--- src/rtl/lfsr_selftest_pkg.sv ---
package lfsr_selftest_pkg;
  typedef enum logic {
    ST_IDLE = 1'b0,
    ST_SCAN = 1'b1
  } scan_state_e;

  typedef enum logic [1:0] {
    RES_NONE = 2'b00,
    RES_PASS = 2'b01,
    RES_FAIL = 2'b10
  } verdict_e;
endpackage

--- src/rtl/lfsr_selftest_buf.sv ---
module lfsr_selftest_buf #(
  parameter int WIDTH = 64,
  parameter int DEPTH = 16,
  localparam int IDX_W = $clog2(DEPTH)
) (
  input  logic             clk_i,
  input  logic             wr_en_i,
  input  logic [IDX_W-1:0] wr_addr_i,
  input  logic [WIDTH-1:0] wr_data_i,
  input  logic [IDX_W-1:0] rd_idx_i,
  output logic [WIDTH-1:0] rd_data_o
);
  logic [WIDTH-1:0] mem_q [DEPTH];

  // storage has no reset: contents are always written before a check
  always_ff @(posedge clk_i) begin
    if (wr_en_i) mem_q[wr_addr_i] <= wr_data_i;
  end

  assign rd_data_o = mem_q[rd_idx_i];
endmodule

--- src/rtl/lfsr_selftest_exp.sv ---
module lfsr_selftest_exp #(
  parameter int          WIDTH  = 64,
  parameter logic [63:0] POLY   = 64'h231D_CEE9_1262_B8A3,
  parameter logic [63:0] SEED_A = 64'h0123_4567_89AB_CDEF,
  parameter logic [63:0] SEED_B = 64'h8000_0000_0000_0001
) (
  input  logic             clk_i,
  input  logic             rst_ni,
  input  logic             load_i,
  input  logic             seed_sel_i,
  input  logic             step_i,
  output logic [WIDTH-1:0] exp_o
);
  logic [WIDTH-1:0] exp_q, exp_step, seed;
  logic             msb;

  assign msb  = exp_q[WIDTH-1];
  assign seed = seed_sel_i ? SEED_B[WIDTH-1:0] : SEED_A[WIDTH-1:0];

  // one Galois step: shift left, fold the outgoing bit back through POLY
  for (genvar b = 0; b < WIDTH; b++) begin : g_step
    if (b == 0) begin : g_lsb
      assign exp_step[b] = msb & POLY[b];
    end else begin : g_upper
      assign exp_step[b] = exp_q[b-1] ^ (msb & POLY[b]);
    end
  end

  always_ff @(posedge clk_i or negedge rst_ni) begin
    if (!rst_ni)      exp_q <= '0;
    else if (load_i)  exp_q <= seed;
    else if (step_i)  exp_q <= exp_step;
  end

  assign exp_o = exp_q;
endmodule

--- src/rtl/lfsr_selftest_ctrl.sv ---
module lfsr_selftest_ctrl
  import lfsr_selftest_pkg::*;
#(
  parameter int DEPTH      = 16,
  parameter int MATCH_GOAL = 4,
  parameter int MAX_SCANS  = 8,
  localparam int IDX_W  = $clog2(DEPTH),
  localparam int CNT_W  = $clog2(MATCH_GOAL + 1),
  localparam int SCAN_W = $clog2(MAX_SCANS + 1)
) (
  input  logic             clk_i,
  input  logic             rst_ni,
  input  logic             start_i,
  input  logic             hit_i,
  output logic [IDX_W-1:0] rd_idx_o,
  output logic             step_o,
  output logic             busy_o,
  output logic             pass_o,
  output logic             fail_o
);
  scan_state_e       state_q;
  verdict_e          verdict_q;
  logic [IDX_W-1:0]  idx_q;
  logic [SCAN_W-1:0] scan_q;
  logic [CNT_W-1:0]  cnt_q, cnt_nxt;
  logic              busy, last_idx, last_scan, goal_hit;

  assign busy      = (state_q == ST_SCAN);
  assign cnt_nxt   = cnt_q + CNT_W'(hit_i & busy);
  assign goal_hit  = busy && (cnt_nxt >= CNT_W'(MATCH_GOAL));
  assign last_idx  = (idx_q == IDX_W'(DEPTH - 1));
  assign last_scan = (scan_q == SCAN_W'(MAX_SCANS - 1));
  assign step_o    = busy && !start_i && !goal_hit && last_idx && !last_scan;

  always_ff @(posedge clk_i or negedge rst_ni) begin
    if (!rst_ni) begin
      state_q   <= ST_IDLE;
      verdict_q <= RES_NONE;
      idx_q     <= IDX_W'(1);
      scan_q    <= '0;
      cnt_q     <= '0;
    end else if (start_i) begin
      state_q   <= ST_SCAN;
      verdict_q <= RES_NONE;
      idx_q     <= IDX_W'(1);
      scan_q    <= '0;
      cnt_q     <= '0;
    end else if (busy) begin
      cnt_q <= cnt_nxt;
      if (goal_hit) begin
        state_q   <= ST_IDLE;
        verdict_q <= RES_PASS;
      end else if (last_idx) begin
        idx_q <= IDX_W'(1);  // word 0 is never scanned
        if (last_scan) begin
          state_q   <= ST_IDLE;
          verdict_q <= RES_FAIL;
        end else begin
          scan_q <= scan_q + SCAN_W'(1);
        end
      end else begin
        idx_q <= idx_q + IDX_W'(1);
      end
    end
  end

  assign rd_idx_o = idx_q;
  assign busy_o   = busy;
  assign pass_o   = (verdict_q == RES_PASS);
  assign fail_o   = (verdict_q == RES_FAIL);
endmodule

--- src/rtl/lfsr_selftest.sv ---
module lfsr_selftest #(
  parameter int          WIDTH      = 64,
  parameter int          DEPTH      = 16,
  parameter int          MATCH_GOAL = 4,
  parameter int          MAX_SCANS  = 8,
  parameter logic [63:0] POLY       = 64'h231D_CEE9_1262_B8A3,
  parameter logic [63:0] SEED_A     = 64'h0123_4567_89AB_CDEF,
  parameter logic [63:0] SEED_B     = 64'h8000_0000_0000_0001,
  localparam int IDX_W = $clog2(DEPTH)
) (
  input  logic             clk_i,
  input  logic             rst_ni,
  input  logic             wr_en_i,
  input  logic [IDX_W-1:0] wr_addr_i,
  input  logic [WIDTH-1:0] wr_data_i,
  input  logic             seed_sel_i,
  input  logic             start_i,
  output logic             busy_o,
  output logic             pass_o,
  output logic             fail_o
);
  logic [IDX_W-1:0] rd_idx;
  logic [WIDTH-1:0] rd_data, exp_val;
  logic             step;

  lfsr_selftest_buf #(.WIDTH(WIDTH), .DEPTH(DEPTH)) u_buf (
    .clk_i     (clk_i),
    .wr_en_i   (wr_en_i),
    .wr_addr_i (wr_addr_i),
    .wr_data_i (wr_data_i),
    .rd_idx_i  (rd_idx),
    .rd_data_o (rd_data)
  );

  lfsr_selftest_exp #(
    .WIDTH(WIDTH), .POLY(POLY), .SEED_A(SEED_A), .SEED_B(SEED_B)
  ) u_exp (
    .clk_i      (clk_i),
    .rst_ni     (rst_ni),
    .load_i     (start_i),
    .seed_sel_i (seed_sel_i),
    .step_i     (step),
    .exp_o      (exp_val)
  );

  lfsr_selftest_ctrl #(
    .DEPTH(DEPTH), .MATCH_GOAL(MATCH_GOAL), .MAX_SCANS(MAX_SCANS)
  ) u_ctrl (
    .clk_i    (clk_i),
    .rst_ni   (rst_ni),
    .start_i  (start_i),
    .hit_i    (rd_data == exp_val),
    .rd_idx_o (rd_idx),
    .step_o   (step),
    .busy_o   (busy_o),
    .pass_o   (pass_o),
    .fail_o   (fail_o)
  );
endmodule

--- config.mk ---
export PLATFORM = sky130hd
export DESIGN_NAME = lfsr_selftest
export DESIGN_NICKNAME = d
export VERILOG_FILES = /design/src/rtl/lfsr_selftest_pkg.sv /design/src/rtl/lfsr_selftest_buf.sv /design/src/rtl/lfsr_selftest_exp.sv /design/src/rtl/lfsr_selftest_ctrl.sv /design/src/rtl/lfsr_selftest.sv
export SDC_FILE = /design/constraint.sdc
export NUM_CORES = 1
export LEC_CHECK = 0
export ABC_CLOCK_PERIOD_IN_PS = 7800
export BUFFER_PORTS_ARGS = -buffer_cell sky130_fd_sc_hd__buf_2
export CORE_UTILIZATION = 50
export DETAILED_ROUTE_END_ITERATION = 8
export PLACE_DENSITY = 0.75
export REMOVE_ABC_BUFFERS = 1
export SLEW_MARGIN = 20
export SYNTH_ARGS = -nofsm -noshare
export SYNTH_HDL_FRONTEND = slang
export SYNTH_SLANG_ARGS = --single-unit
--- constraint.sdc ---
create_clock -name clk_i -period 7.8 [get_ports clk_i]
set_input_delay 1.17 -clock clk_i [delete_from_list [all_inputs] [get_ports clk_i]]
set_output_delay 1.17 -clock clk_i [all_outputs]
set_load 0.01 [all_outputs]
==> impl_metrics.env <==
export IMPL_status="finished, final reports clean"
export IMPL_ys_warn_count=0
export IMPL_r2r_start="u_ctrl.rd_idx_o[2]"
export IMPL_place_inst=3450
export IMPL_dieArea_sq_um=89600
export IMPL_internal_power_uw=10100
export IMPL_r2r_cells=18
export IMPL_syn_area_sq_um=44200
export IMPL_r2r_end="u_ctrl.scan_q[2]"
export IMPL_areaGrowthSynthToFinish_pct=11.8
export IMPL_die_y_um=299
export IMPL_rsz0062_at_grt="false"
export IMPL_cts_resized=0
export IMPL_utilization=0.567
export IMPL_cts_max_level=3
export IMPL_track_usage=0.245
export IMPL_gp_congestion=0.977
export IMPL_post_route_worst_setup_slack_ns=1.63
export IMPL_p_sw_uw=3040
export IMPL_ir_worst_vdd_mv=0.180
export IMPL_synth_async_reset_ratio=0.0708
export IMPL_synth_edf_count=1024
export IMPL_timing_fmax_mhz=162
export IMPL_cp_max_fo=46
export IMPL_wl_per_cell_um=29.9
export IMPL_holdCritPathClass="primary input to async pin"
export IMPL_post_cts_buffers=0
export IMPL_yosysTopAreaCellShare=0.696
export IMPL_sw_frac_of_total=0.231
export IMPL_power_share_clock=0.400
export IMPL_finClkSkew_ns=0.0380
export IMPL_grt_pass1_vias=23300
export IMPL_setup_viol_count_final=0
export IMPL_clock_sinks=1102
export IMPL_synth_top_area_cell="edfxtp_1"
export IMPL_synth_area_leaders="edfxtp_1, mux4_2, dfrtp_1"
export IMPL_core_sq_um=87200
export IMPL_synth_seq_cells=1102
export IMPL_post_route_period_util=0.791
export IMPL_p_leak_uw=0.0160
export IMPL_clockBufferDepth=3
export IMPL_pin_count=76
export IMPL_grt_ovfl_total=0
export IMPL_required_ns=8.32
export IMPL_startpoint_type="flip-flop"
export IMPL_synthCells=2303
export IMPL_portBuffers=75
export IMPL_cp_arrival_ns=6.69
export IMPL_viasPerCell=6.34
export IMPL_fp_dieW_um=299
export IMPL_dp_hpwl_mm=62.6
export IMPL_pwr_share_seq=0.510
export IMPL_fp_row_count=108
export IMPL_finalCriticalPeriod_ns=6.17
export IMPL_grt_pass1_wl_mm=158
export IMPL_synth_most_common_cell="edfxtp_1"
export IMPL_post_place_ws_ns=1.73
export IMPL_grt_max_degree=79
export IMPL_hold_buffers=0
export IMPL_hold_viol=0
export IMPL_root_buffer="clkbuf_16"
export IMPL_cts_buffers=106
export IMPL_synth_area_per_cell_sq_um=19.2
export IMPL_r2r_slack_ns=1.63
export IMPL_yosysSeqAreaShare=0.740
export IMPL_drive_gt1_frac=0.214
export IMPL_slew_viol_final=0
export IMPL_ys_flop_type="edfxtp_1"
export IMPL_antenna_found_initial=7
export IMPL_ant_nets=0
export IMPL_wirelength_mm=109
export IMPL_endpoint_kind="flip-flop"
export IMPL_worst_slew_pin_slew_ns=1.17
export IMPL_cts_clk_slew_worst_paths_ns=0.07
export IMPL_cts_tree="built"
export IMPL_clock_latency_ns=0.69
export IMPL_drtIter0Drc=2888
export IMPL_comb_power_share=0.090
export IMPL_nets=2480
export IMPL_worstSetupPathType="flip-flop to flip-flop"
export IMPL_slew_limit_headroom=0.217
export IMPL_start_util=0.507
export IMPL_total_power_uw=13100
export IMPL_placed_area_sq_um=45900
export IMPL_vias=23100
export IMPL_drc=0
export IMPL_stdcell_area_sq_um=49400
export IMPL_fin_cells=3652
export IMPL_dr_pass1_iters=6
export IMPL_drv_cap=0
export IMPL_synth_cell_types=73
export IMPL_p_per_area_nw_per_um2=265
export IMPL_ys_top_cells_by_count="edfxtp_1, mux4_2, mux2i_1, nand2_1, nor2_1"
worst max-delay path, cell delays in order (launching register included):
cell      delay (ns)
dfrtp_4         0.90
buf_4           0.57
mux4_2          0.61
nor2_1          0.14
a221oi_1        0.06
o21ai_0         0.39
xnor2_1         0.12
nor4_1          0.71
nand4_1         0.19
nor4_2          0.42
ha_1            0.23
ha_1            0.22
xnor2_1         0.15
nand2_1         0.12
nor3b_2         0.30
buf_4           0.39
nand2_1         0.12
xor2_1          0.17
nor2_1          0.07
power groups by stage:
stage | combinational (uW) | clock, uW | sequential (uW)
detailed placement | 1170 | 0 | 6810
global route | 1240 | 5510 | 6700
CTS | 1180 | 5310 | 6690
floorplan | 756 | 0 | 6870
finish | 1180 | 5250 | 6690
global placement | 1140 | 0 | 6800
state kept, by name, indices dropped and copies added, names as in the netlist:
name and cells:
u_ctrl.rd_idx_o 4, u_ctrl.cnt_q 3, u_ctrl.verdict_q 2, u_exp.exp_o 64, u_ctrl.scan_q 4, u_buf.mem_q 1024
u_ctrl.busy_o 1
worst max path at each step:
stage                        from          endpoint  slack, ns  cells past startpoint
2_1_floorplan  u_ctrl.rd_idx_o[2]  u_ctrl.scan_q[3]      -5.68                     16
3_3_place_gp   u_ctrl.rd_idx_o[0]  u_ctrl.scan_q[2]       1.82                     17
3_5_place_dp   u_ctrl.rd_idx_o[0]  u_ctrl.scan_q[2]       1.73                     17
4_1_cts        u_ctrl.rd_idx_o[2]  u_ctrl.scan_q[2]       1.71                     18
5_1_grt        u_ctrl.rd_idx_o[0]  u_ctrl.scan_q[2]       1.43                     17
6_report       u_ctrl.rd_idx_o[2]  u_ctrl.scan_q[2]       1.63                     18
routing by layer:
metal	vias up	global-route usage	share of wire
li1	9526	-	-
met1	12100	0.345	0.40
met2	1280	0.392	0.49
met3	213	0.0378	0.087
met4	12	0.0842	0.031
met5	-	0	0.00068
cell families after synthesis:
kind of cell	Yosys count	share of synthesized area
DFF	1102	0.740
muxes	351	0.144
and+or+nand+nor	313	0.0318
AOI/OAI and AO/OA	261	0.0409
buffers and inverters	158	0.0194
xor gates and xnor gates	114	0.0226
adders and majority gates	4	0.00113
layout by cell type, fill, tap and decap left out, types with 31 or more instances in the layout:
master,count
mux4_2,201
mux2i_1,128
clkbuf_16,109
o21ai_0,48
buf_4,48
xor2_1,38
edfxtp_1,1024
nor2_1,77
a22oi_1,31
dfrtp_1,74
buf_2,74
xnor2_1,76
nand2_1,128
a21oi_1,56
through the flow:
step / TNS, ns / hold slack, ns
after floorplan: -364.33 / 0.493
after global placement: 0 / 0.513
after detailed placement: 0 / 0.532
after CTS: 0 / 0.545
after global routing: 0 / 0.557
final: 0 / 0.521
final cells by class:
type	count	area, sq um
Antenna cell	1	2.50
Clock inverter	79	773
Tap cell	1155	1450
Inverter	22	82.6
Timing Repair Buffer	128	842
Clock buffer	122	2820
Multi-Input combinational cell	1043	10800
Fill cell	6296	37700
Sequential cell	1102	32700
Power figures use the tool's default switching activity.
